### src/rtl/est_pkg.sv
package est_pkg;

  // Strobes from the sequencer to the datapath
  typedef struct packed {
    logic samplePre;   // latch frame timestamp and capture flag
    logic sampleCur;   // latch running time
    logic loadDiv;     // start the line division
    logic finish;      // register clamped, rebased result
  } estStrobe_t;

  typedef enum logic [1:0] {
    ST_IDLE,
    ST_CURR,
    ST_CHECK,
    ST_DIV
  } estState_t;

  localparam int unsigned KHZ_SCALE   = 1000;
  localparam int unsigned KHZ_SCALE_W = 10;

endpackage

### src/rtl/est_timebase.sv
module est_timebase #(
  parameter int unsigned TS_W = 32
) (
  input  logic            clk,
  input  logic            rstN,
  input  logic            vblankStart,
  output logic [TS_W-1:0] tsNow,
  output logic [TS_W-1:0] frameTs,
  output logic            captured
);

  // Free-running time base, wraps naturally
  always_ff @(posedge clk or negedge rstN) begin
    if (!rstN) tsNow <= '0;
    else       tsNow <= tsNow + TS_W'(1);
  end

  // Frame timestamp captured at start of vblank
  always_ff @(posedge clk or negedge rstN) begin
    if (!rstN) begin
      frameTs  <= '0;
      captured <= 1'b0;
    end else if (vblankStart) begin
      frameTs  <= tsNow;
      captured <= 1'b1;
    end
  end

endmodule

### src/rtl/est_divider.sv
module est_divider #(
  parameter int unsigned NUM_W = 52,
  parameter int unsigned DEN_W = 26
) (
  input  logic             clk,
  input  logic             rstN,
  input  logic             start,
  input  logic [NUM_W-1:0] numer,
  input  logic [DEN_W-1:0] denom,
  output logic [NUM_W-1:0] quot,
  output logic             done
);

  localparam int unsigned CNT_W = $clog2(NUM_W + 1);

  logic [DEN_W-1:0] remQ;
  logic [DEN_W-1:0] denQ;
  logic [CNT_W-1:0] stepCnt;
  logic             busy;

  logic [DEN_W:0]   trial;
  logic             fits;
  logic [DEN_W:0]   trialLess;
  logic [DEN_W-1:0] remNext;

  // Restoring step: shift one numerator bit into the remainder
  always_comb begin
    trial     = {remQ, quot[NUM_W-1]};
    fits      = trial >= {1'b0, denQ};
    trialLess = trial - {1'b0, denQ};
    remNext   = fits ? DEN_W'(trialLess) : DEN_W'(trial);
  end

  always_ff @(posedge clk or negedge rstN) begin
    if (!rstN) begin
      remQ    <= '0;
      denQ    <= '0;
      quot    <= '0;
      stepCnt <= '0;
      busy    <= 1'b0;
      done    <= 1'b0;
    end else begin
      done <= 1'b0;
      if (start) begin
        remQ    <= '0;
        denQ    <= denom;
        quot    <= numer;
        stepCnt <= '0;
        busy    <= 1'b1;
      end else if (busy) begin
        remQ    <= remNext;
        quot    <= {quot[NUM_W-2:0], fits};
        stepCnt <= stepCnt + CNT_W'(1);
        if (stepCnt == CNT_W'(NUM_W - 1)) begin
          busy <= 1'b0;
          done <= 1'b1;
        end
      end
    end
  end

endmodule

### src/rtl/est_datapath.sv
module est_datapath
  import est_pkg::*;
#(
  parameter int unsigned TS_W   = 32,
  parameter int unsigned CLK_W  = 20,
  parameter int unsigned LINE_W = 16
) (
  input  logic              clk,
  input  logic              rstN,
  input  estStrobe_t        stb,
  input  logic [TS_W-1:0]   tsNow,
  input  logic [TS_W-1:0]   frameTs,
  input  logic              captured,
  input  logic [CLK_W-1:0]  pixClkKhz,
  input  logic [LINE_W-1:0] hTotal,
  input  logic [LINE_W-1:0] vTotal,
  input  logic [LINE_W-1:0] vblankLine,
  output logic              mismatch,
  output logic              divDone,
  output logic              respValid,
  output logic [LINE_W-1:0] scanline
);

  localparam int unsigned NUM_W = TS_W + CLK_W;
  localparam int unsigned DEN_W = LINE_W + KHZ_SCALE_W;

  logic [TS_W-1:0]   preTs;
  logic              preCap;
  logic [TS_W-1:0]   curTs;
  logic [TS_W-1:0]   elapsed;
  logic [NUM_W-1:0]  numer;
  logic [DEN_W-1:0]  denom;
  logic [NUM_W-1:0]  quot;
  logic [LINE_W-1:0] lineMax;
  logic [LINE_W-1:0] lines;
  logic [LINE_W:0]   rebased;
  logic [LINE_W:0]   rebasedLess;
  logic [LINE_W:0]   wrapped;

  // Read-window bookkeeping for the consistency check
  always_ff @(posedge clk or negedge rstN) begin
    if (!rstN) begin
      preTs  <= '0;
      preCap <= 1'b0;
      curTs  <= '0;
    end else begin
      if (stb.samplePre) begin
        preTs  <= frameTs;
        preCap <= captured;
      end
      if (stb.sampleCur) curTs <= tsNow;
    end
  end

  assign mismatch = (frameTs != preTs) || (captured != preCap);

  // Modular elapsed time and the division operands
  always_comb begin
    elapsed = curTs - preTs;
    numer   = NUM_W'(elapsed) * NUM_W'(pixClkKhz);
    denom   = DEN_W'(hTotal) * DEN_W'(KHZ_SCALE);
  end

  est_divider #(
    .NUM_W(NUM_W),
    .DEN_W(DEN_W)
  ) u_div (
    .clk   (clk),
    .rstN  (rstN),
    .start (stb.loadDiv),
    .numer (numer),
    .denom (denom),
    .quot  (quot),
    .done  (divDone)
  );

  // Clamp and rebase onto the vblank line
  always_comb begin
    lineMax     = vTotal - LINE_W'(1);
    lines       = (quot > NUM_W'(lineMax)) ? lineMax : LINE_W'(quot);
    rebased     = {1'b0, lines} + {1'b0, vblankLine};
    rebasedLess = rebased - {1'b0, vTotal};
    wrapped     = (rebased >= {1'b0, vTotal}) ? rebasedLess : rebased;
  end

  // Result register and one-cycle valid
  always_ff @(posedge clk or negedge rstN) begin
    if (!rstN) begin
      respValid <= 1'b0;
      scanline  <= '0;
    end else begin
      respValid <= stb.finish;
      if (stb.finish) scanline <= preCap ? LINE_W'(wrapped) : '0;
    end
  end

endmodule

### src/rtl/est_ctrl.sv
module est_ctrl
  import est_pkg::*;
(
  input  logic       clk,
  input  logic       rstN,
  input  logic       reqValid,
  input  logic       mismatch,
  input  logic       divDone,
  output estStrobe_t stb
);

  estState_t state;
  estState_t stateNext;

  always_comb begin
    stb       = '0;
    stateNext = state;
    unique case (state)
      ST_IDLE: begin
        if (reqValid) begin
          stb.samplePre = 1'b1;
          stateNext     = ST_CURR;
        end
      end
      ST_CURR: begin
        stb.sampleCur = 1'b1;
        stateNext     = ST_CHECK;
      end
      ST_CHECK: begin
        if (mismatch) begin
          // capture landed inside the read window: read again
          stb.samplePre = 1'b1;
          stateNext     = ST_CURR;
        end else begin
          stb.loadDiv = 1'b1;
          stateNext   = ST_DIV;
        end
      end
      ST_DIV: begin
        // reqValid is not looked at here
        if (divDone) begin
          stb.finish = 1'b1;
          stateNext  = ST_IDLE;
        end
      end
      default: stateNext = ST_IDLE;
    endcase
  end

  always_ff @(posedge clk or negedge rstN) begin
    if (!rstN) state <= ST_IDLE;
    else       state <= stateNext;
  end

endmodule

### src/rtl/scanline_estimator.sv
module scanline_estimator
  import est_pkg::*;
#(
  parameter int unsigned TS_W   = 32,
  parameter int unsigned CLK_W  = 20,
  parameter int unsigned LINE_W = 16
) (
  input  logic              clk,
  input  logic              rstN,
  input  logic              vblankStart,
  input  logic              reqValid,
  input  logic [CLK_W-1:0]  pixClkKhz,
  input  logic [LINE_W-1:0] hTotal,
  input  logic [LINE_W-1:0] vTotal,
  input  logic [LINE_W-1:0] vblankLine,
  output logic              respValid,
  output logic [LINE_W-1:0] scanline
);

  estStrobe_t      stb;
  logic [TS_W-1:0] tsNow;
  logic [TS_W-1:0] frameTs;
  logic            captured;
  logic            mismatch;
  logic            divDone;

  est_timebase #(.TS_W(TS_W)) u_tb (
    .clk         (clk),
    .rstN        (rstN),
    .vblankStart (vblankStart),
    .tsNow       (tsNow),
    .frameTs     (frameTs),
    .captured    (captured)
  );

  est_ctrl u_ctrl (
    .clk      (clk),
    .rstN     (rstN),
    .reqValid (reqValid),
    .mismatch (mismatch),
    .divDone  (divDone),
    .stb      (stb)
  );

  est_datapath #(
    .TS_W   (TS_W),
    .CLK_W  (CLK_W),
    .LINE_W (LINE_W)
  ) u_dp (
    .clk        (clk),
    .rstN       (rstN),
    .stb        (stb),
    .tsNow      (tsNow),
    .frameTs    (frameTs),
    .captured   (captured),
    .pixClkKhz  (pixClkKhz),
    .hTotal     (hTotal),
    .vTotal     (vTotal),
    .vblankLine (vblankLine),
    .mismatch   (mismatch),
    .divDone    (divDone),
    .respValid  (respValid),
    .scanline   (scanline)
  );

endmodule

### config.mk
export PLATFORM = sky130hd
export DESIGN_NAME = scanline_estimator
export DESIGN_NICKNAME = d
export VERILOG_FILES = /design/src/rtl/est_pkg.sv /design/src/rtl/est_timebase.sv /design/src/rtl/est_divider.sv /design/src/rtl/est_datapath.sv /design/src/rtl/est_ctrl.sv /design/src/rtl/scanline_estimator.sv
export SDC_FILE = /design/constraint.sdc
export NUM_CORES = 2
export LEC_CHECK = 0
export BUFFER_PORTS_ARGS = -buffer_cell sky130_fd_sc_hd__buf_2
export CAP_MARGIN = 30
export CORE_UTILIZATION = 30
export CTS_CLUSTER_DIAMETER = 30
export DETAILED_ROUTE_END_ITERATION = 8
export GPL_TIMING_DRIVEN = 0
export HOLD_SLACK_MARGIN = 0.15
export PLACE_DENSITY_LB_ADDON = 0.25
export SYNTH_ARGS = -nofsm -noshare
export SYNTH_HDL_FRONTEND = slang
export SYNTH_SLANG_ARGS = --single-unit
### constraint.sdc
create_clock -name clk -period 21.5 [get_ports clk]
set_input_delay 1.075 -clock clk [delete_from_list [all_inputs] [get_ports clk]]
set_output_delay 1.075 -clock clk [all_outputs]
set_load 0.005 [all_outputs]
-- Word-level counts from Yosys, hierarchy flattened
Index checks and enable logic that the tools add are counted.
- bits in registers: 258
- input bits: 72
- add/subtract/negate cells: 7
- $mul: 2
- order comparisons: 3
- eq/ne operators: 8
- multiplexer cells: 28
- reduce and logical (&&, ||, !) cells: 4
- operators with widths (kind ; count):
    two-way mux 52 bit ; 2
    two-way mux 26 bit ; 3
    > comparator 52 x 16 -> 1 bit ; 1
    multiplier 32 x 20 -> 52 bit ; 1
    two-way mux 16 bit ; 3
    adder 32 x 1 -> 32 bit, second input constant ; 1
    != test 32 bit ; 1
    subtractor 32 bit ; 1
    greater-or-equal comparator 27 x 26 -> 1 bit ; 1
    subtractor 26 bit ; 1
    multiplier 16 x 7 -> 23 bit, second input constant ; 1
    adder 16 x 16 -> 17 bit ; 1
    greater-or-equal comparator 17 x 16 -> 1 bit ; 1
    subtractor 16 x 1 -> 16 bit, second input constant ; 1
    subtractor 16 bit ; 1
    two-way mux 1 bit ; 13
    two-way mux 6 bit ; 2
    case mux 2 bit (4 select lines) ; 1
    adder 6 x 1 -> 6 bit, second input constant ; 1
    equality test 6 bit, second input constant ; 1
    two-way mux 2 bit ; 3
    equality test 2 bit, second input constant ; 2
    equality test 2 x 1 -> 1 bit, second input constant ; 1
    logical NOT 2 bit ; 1
    7 further kinds ; 7

-- Logic depth before layout (Yosys ltp)
- depth in word-level cells: 7
- gate-level depth with buffers: 38

-- Cells and area by module
From an unflattened synthesis, not the netlist that was laid out.
- cell total of the unflattened synthesis: 4488
- area, all modules: 40435.0 um2
- modules (own cells, without submodules) (module ; times used ; cells each ; area an instance (um2) ; seq. area each (um2)):
    est_datapath ; 1 ; 3565 ; 31147.4 ; 2052.0
    est_divider ; 1 ; 714 ; 6491.2 ; 2802.7
    est_timebase ; 1 ; 197 ; 2686.3 ; 1626.6
    est_ctrl ; 1 ; 12 ; 110.1 ; 50.0

-- Worst setup path before layout
OpenSTA, ideal clock, no wires.
- path kind: reg2reg
- start: register u_dp.preTs[1]
- end: register u_dp.u_div.quot[45]
- library setup time: 0.141 ns
- arrival: 8.313 ns
- data required time: 21.359 ns
- slack: 13.045 ns
- stages on the path, launching flop included: 35
- clock period less this slack: 8.455 ns
- cells stage by stage: dfrtp_1 > inv_1 > ha_1 > nor2b_1 > o21a_1 > o21ai_1 > a21oi_1 > o21ai_1 > nand2_1 > a311oi_2 > xnor2_1 > clkbuf_1 > and2_1 > fa_1 > fa_1 > inv_1 > fa_1 > inv_1 > fa_1 > fa_1 > fa_1 > inv_1 > fa_1 > inv_1 > ha_1 > a21oi_1 > o21ai_1 > a2111oi_2 > inv_2 > o211ai_2 > a21oi_1 > o311a_1 > a311o_1 > xnor2_1 > mux2i_1
- cells in the longest elaborated chain, start to end: 5
- elaborated cells between the ends (all ways): 8
- classes of those cells: add/sub (1); mul (1); eq/ne (1); mux (3); reduce/logical (2)
- RTL lines (what ; line ; source):
    start: declaration ; est_datapath.sv:27 ; logic [TS_W-1:0] preTs;
    start signal: assignment ; est_datapath.sv:48 ; preTs <= frameTs;
    parallel branches: the longest is 5 deep, another holds multiplier 32 x 20 -> 52 bit ; -- ;
    end signal: assignment ; est_divider.sv:47 ; quot <= numer;
    end signal: assignment ; est_divider.sv:52 ; quot <= {quot[NUM_W-2:0], fits};
    end: declaration ; est_divider.sv:10 ; output logic [NUM_W-1:0] quot,
Several ways; the timed one is not identified.
A chain may end at the register's enable or synchronous reset.

-- Worst setup path after layout
- start: register u_dp.preTs[1]
- end: register u_dp.u_div.quot[51]
Same word-level chain as after synthesis.

==> results.ini <==
[synthesis]
synth.area.top_cells = fa_1 (30%), dfrtp_1 (16%), ha_1 (10%), inv_1 (7.4%), and2_1 (5.2%)
synth_top_area_frac = 0.3014
synthCells = 4337
synthArstFlopShare = 1.000
synth.cell_area_um2 = 39460
syn-num-nets = 5323
avgSynthCellArea_um2 = 9.099
netlist.top_cell.by_area = fa_1
yosys_most_used_dff = dfrtp_1
yosysSeqAreaShare = 0.1636
ys_types = 94
synth-edff-count = 0
synth_seq_cells = 258
ys_warn_count = 0

[finish]
fin_area_um2 = 44140
layout_common_cells = inv_1 (777), fa_1 (594), nand2_1 (459), and2_1 (331), ha_1 (320)
area_growth_pct = 11.86
nets = 5470
fill_cells = 13480
drive_above_1_share = 0.06779
final_common_cell = inv_1

[setup_path]
r2r_cells = 34
cpMostUsedCell = fa_1
cp.required_ps = 21920
crit_type = register to register
start_kind = register
endpoint_kind = register
cpMaxStageDelayCell = fa_1
crit_arrival_ps = 10730
max_stage_delay_ps = 660
cp_max_fo = 10

[sta]
fin_crit_sh = 0.4795
hold_viol_final = 0
slew-limit-headroom = 0.3475
rsz0062_at_grt = no
period_needed_ps = 10310
setup_slack_ps = 11190
setup_viol = 0
setup_tns_ps = 0
fmax_mhz = 97.00
hold_ws_ps = 348.9
worstMarginPinSlew_ps = 978.8
final.setup_skew_ps = 23.09
slew_violations = 0

[drt]
vias = 29680
drt-initial-drc-count = 1872
ant_nets = 0
avgViaCountPerCell = 4.729
routedWlPerCell_um = 18.81
drc = 0
drtPass1Iterations = 5
routed_wl_um = 118100

[clock_tree]
cts_tree = done
postCtsHoldBufs = 0
cts_sinks = 258
clk_pin_slew_ps = 50
insertion_delay_ps = 590
cts_setup_buffers = 0
ctsResizeCount = 0
numCtsBuffers = 56
cts_root_buf = clkbuf_16
cts_max_level = 2
clockBufferDepth = 3

[grt]
overflow = 0
grt_max_degree = 117
grt.total_usage = 0.1808
grt_pass1_vias = 31090
antenna_found_initial = 9
grt_pass1_wl_um = 184700

[min_path]
min_path_type = input port to async pin

[placed_design]
dp_slack_ps = 11260
globalplace.congestion = 0.8960
io_buffer_count = 87
dp_hpwl_um = 98920
place_area_um2 = 42140

[floorplan]
die_y_um = 364.7
placeableCoreArea_um2 = 130000
die_area_um2 = 133000
rows = 132
start_util = 0.3036
io_pins = 89
die_w_um = 364.7

[run_status]
status = finished, final reports clean

[flow_run]
maxCapViolCount = 0

## path summary, 6_finish.rpt
path	startpoint	endpoint	slack [ps]
max	u_dp.preTs[1]$_DFFE_PN0P_	u_dp.u_div.quot[51]$_DFFE_PN0P_	11190
min	rstN	u_tb.tsNow[1]$_DFF_PN0_	350
max reg2reg	u_dp.preTs[1]$_DFFE_PN0P_	u_dp.u_div.quot[51]$_DFFE_PN0P_	11190
min reg2reg	u_dp.scanline[15]$_DFFE_PN0P_	u_dp.scanline[15]$_DFFE_PN0P_	470
max in group asynchronous	rstN	u_dp.u_div.denQ[21]$_DFFE_PN0P_	19680
min in group clk	u_dp.scanline[15]$_DFFE_PN0P_	u_dp.scanline[15]$_DFFE_PN0P_	470
## critical path: cells and delay by family (launching register included)
kind,cells,cell delay (ps)
adder cells (fa/ha/maj),9,4350
AO/OA/AOI/OAI,10,2900
buffers and inverters,7,930
AND/OR/NAND/NOR,5,810
XOR/XNOR,2,620
flip-flops,1,410
multiplexers,1,100
## state kept, by name, indices dropped and copies added (netlist names)
name,count
u_tb.captured,1
u_dp.respValid,1
u_dp.u_div.denQ,23
u_dp.preTs,32
u_dp.u_div.quot,52
u_dp.scanline,16
u_ctrl.state,2
u_dp.u_div.busy,1
u_dp.u_div.stepCnt,6
u_tb.tsNow,32
u_dp.curTs,32
u_tb.frameTs,32
u_dp.u_div.done,1
u_dp.preCap,1
u_dp.u_div.remQ,26
## layout make-up
cell class | instances | area [µm²] | share of cell area
antenna | 5 | 12.51 | 0.0002835
inverter | 778 | 2920 | 0.06616
multi-input combinational | 3103 | 29310 | 0.6639
buffer | 198 | 777.0 | 0.01760
timing repair buffer | 89 | 500.5 | 0.01134
tap | 1742 | 2180 | 0.04938
clock buffer | 68 | 1526 | 0.03458
sequential | 258 | 6456 | 0.1463
clock inverter | 35 | 461.7 | 0.01046
## cell families (layout without fill, tap and decap cells)
logic type	Yosys count	count (layout)	share of synthesized area
adders and majority gates	914	914	0.4028
other	0	5	0
muxes	150	150	0.04002
buffers and inverters	976	1168	0.09370
and+or+nand+nor	1238	1238	0.1562
AOI/OAI and AO/OA	586	586	0.09595
xor gates and xnor gates	215	215	0.04772
DFF	258	258	0.1636
## synthesized netlist by cell type (16+ instances only)
library cell  count
nor4_1           19
a21o_1           66
dfrtp_1         258
clkbuf_1        180
nand2b_1         29
and2_1          331
o21ai_1          56
inv_1           777
nand2_1         459
mux2i_1          88
mux2_2           60
xnor2_1         136
nor2b_1          52
o21a_1           27
o21ai_0          99
a21oi_1         184
nor3_1           39
and3_1           16
nand4_1          37
nand3_1          62
xor2_1           79
ha_1            320
nor2_1          149
o21bai_1         23
fa_1            594
## layer usage
metal / share of wire / global-route usage
met1: 0.49 / 0.2619
met2: 0.43 / 0.2760
met3: 0.062 / 0.03350
met4: 0.024 / 0.04301
met5: 0.00010 / 0
## metrics by stage
| stage | std cells | utilization |
|---|---|---|
| final | 6276 | 0.3396 |
| after global routing | 6271 | 0.3395 |
| after CTS | 6271 | 0.3395 |
| after detailed placement | 6168 | 0.3242 |
| after global placement | 6166 | 0.3237 |
| after floorplan | 4337 | - |
Power is not shown: default switching activity piles up to over one toggle a cycle in this logic, so the estimate is an artifact.
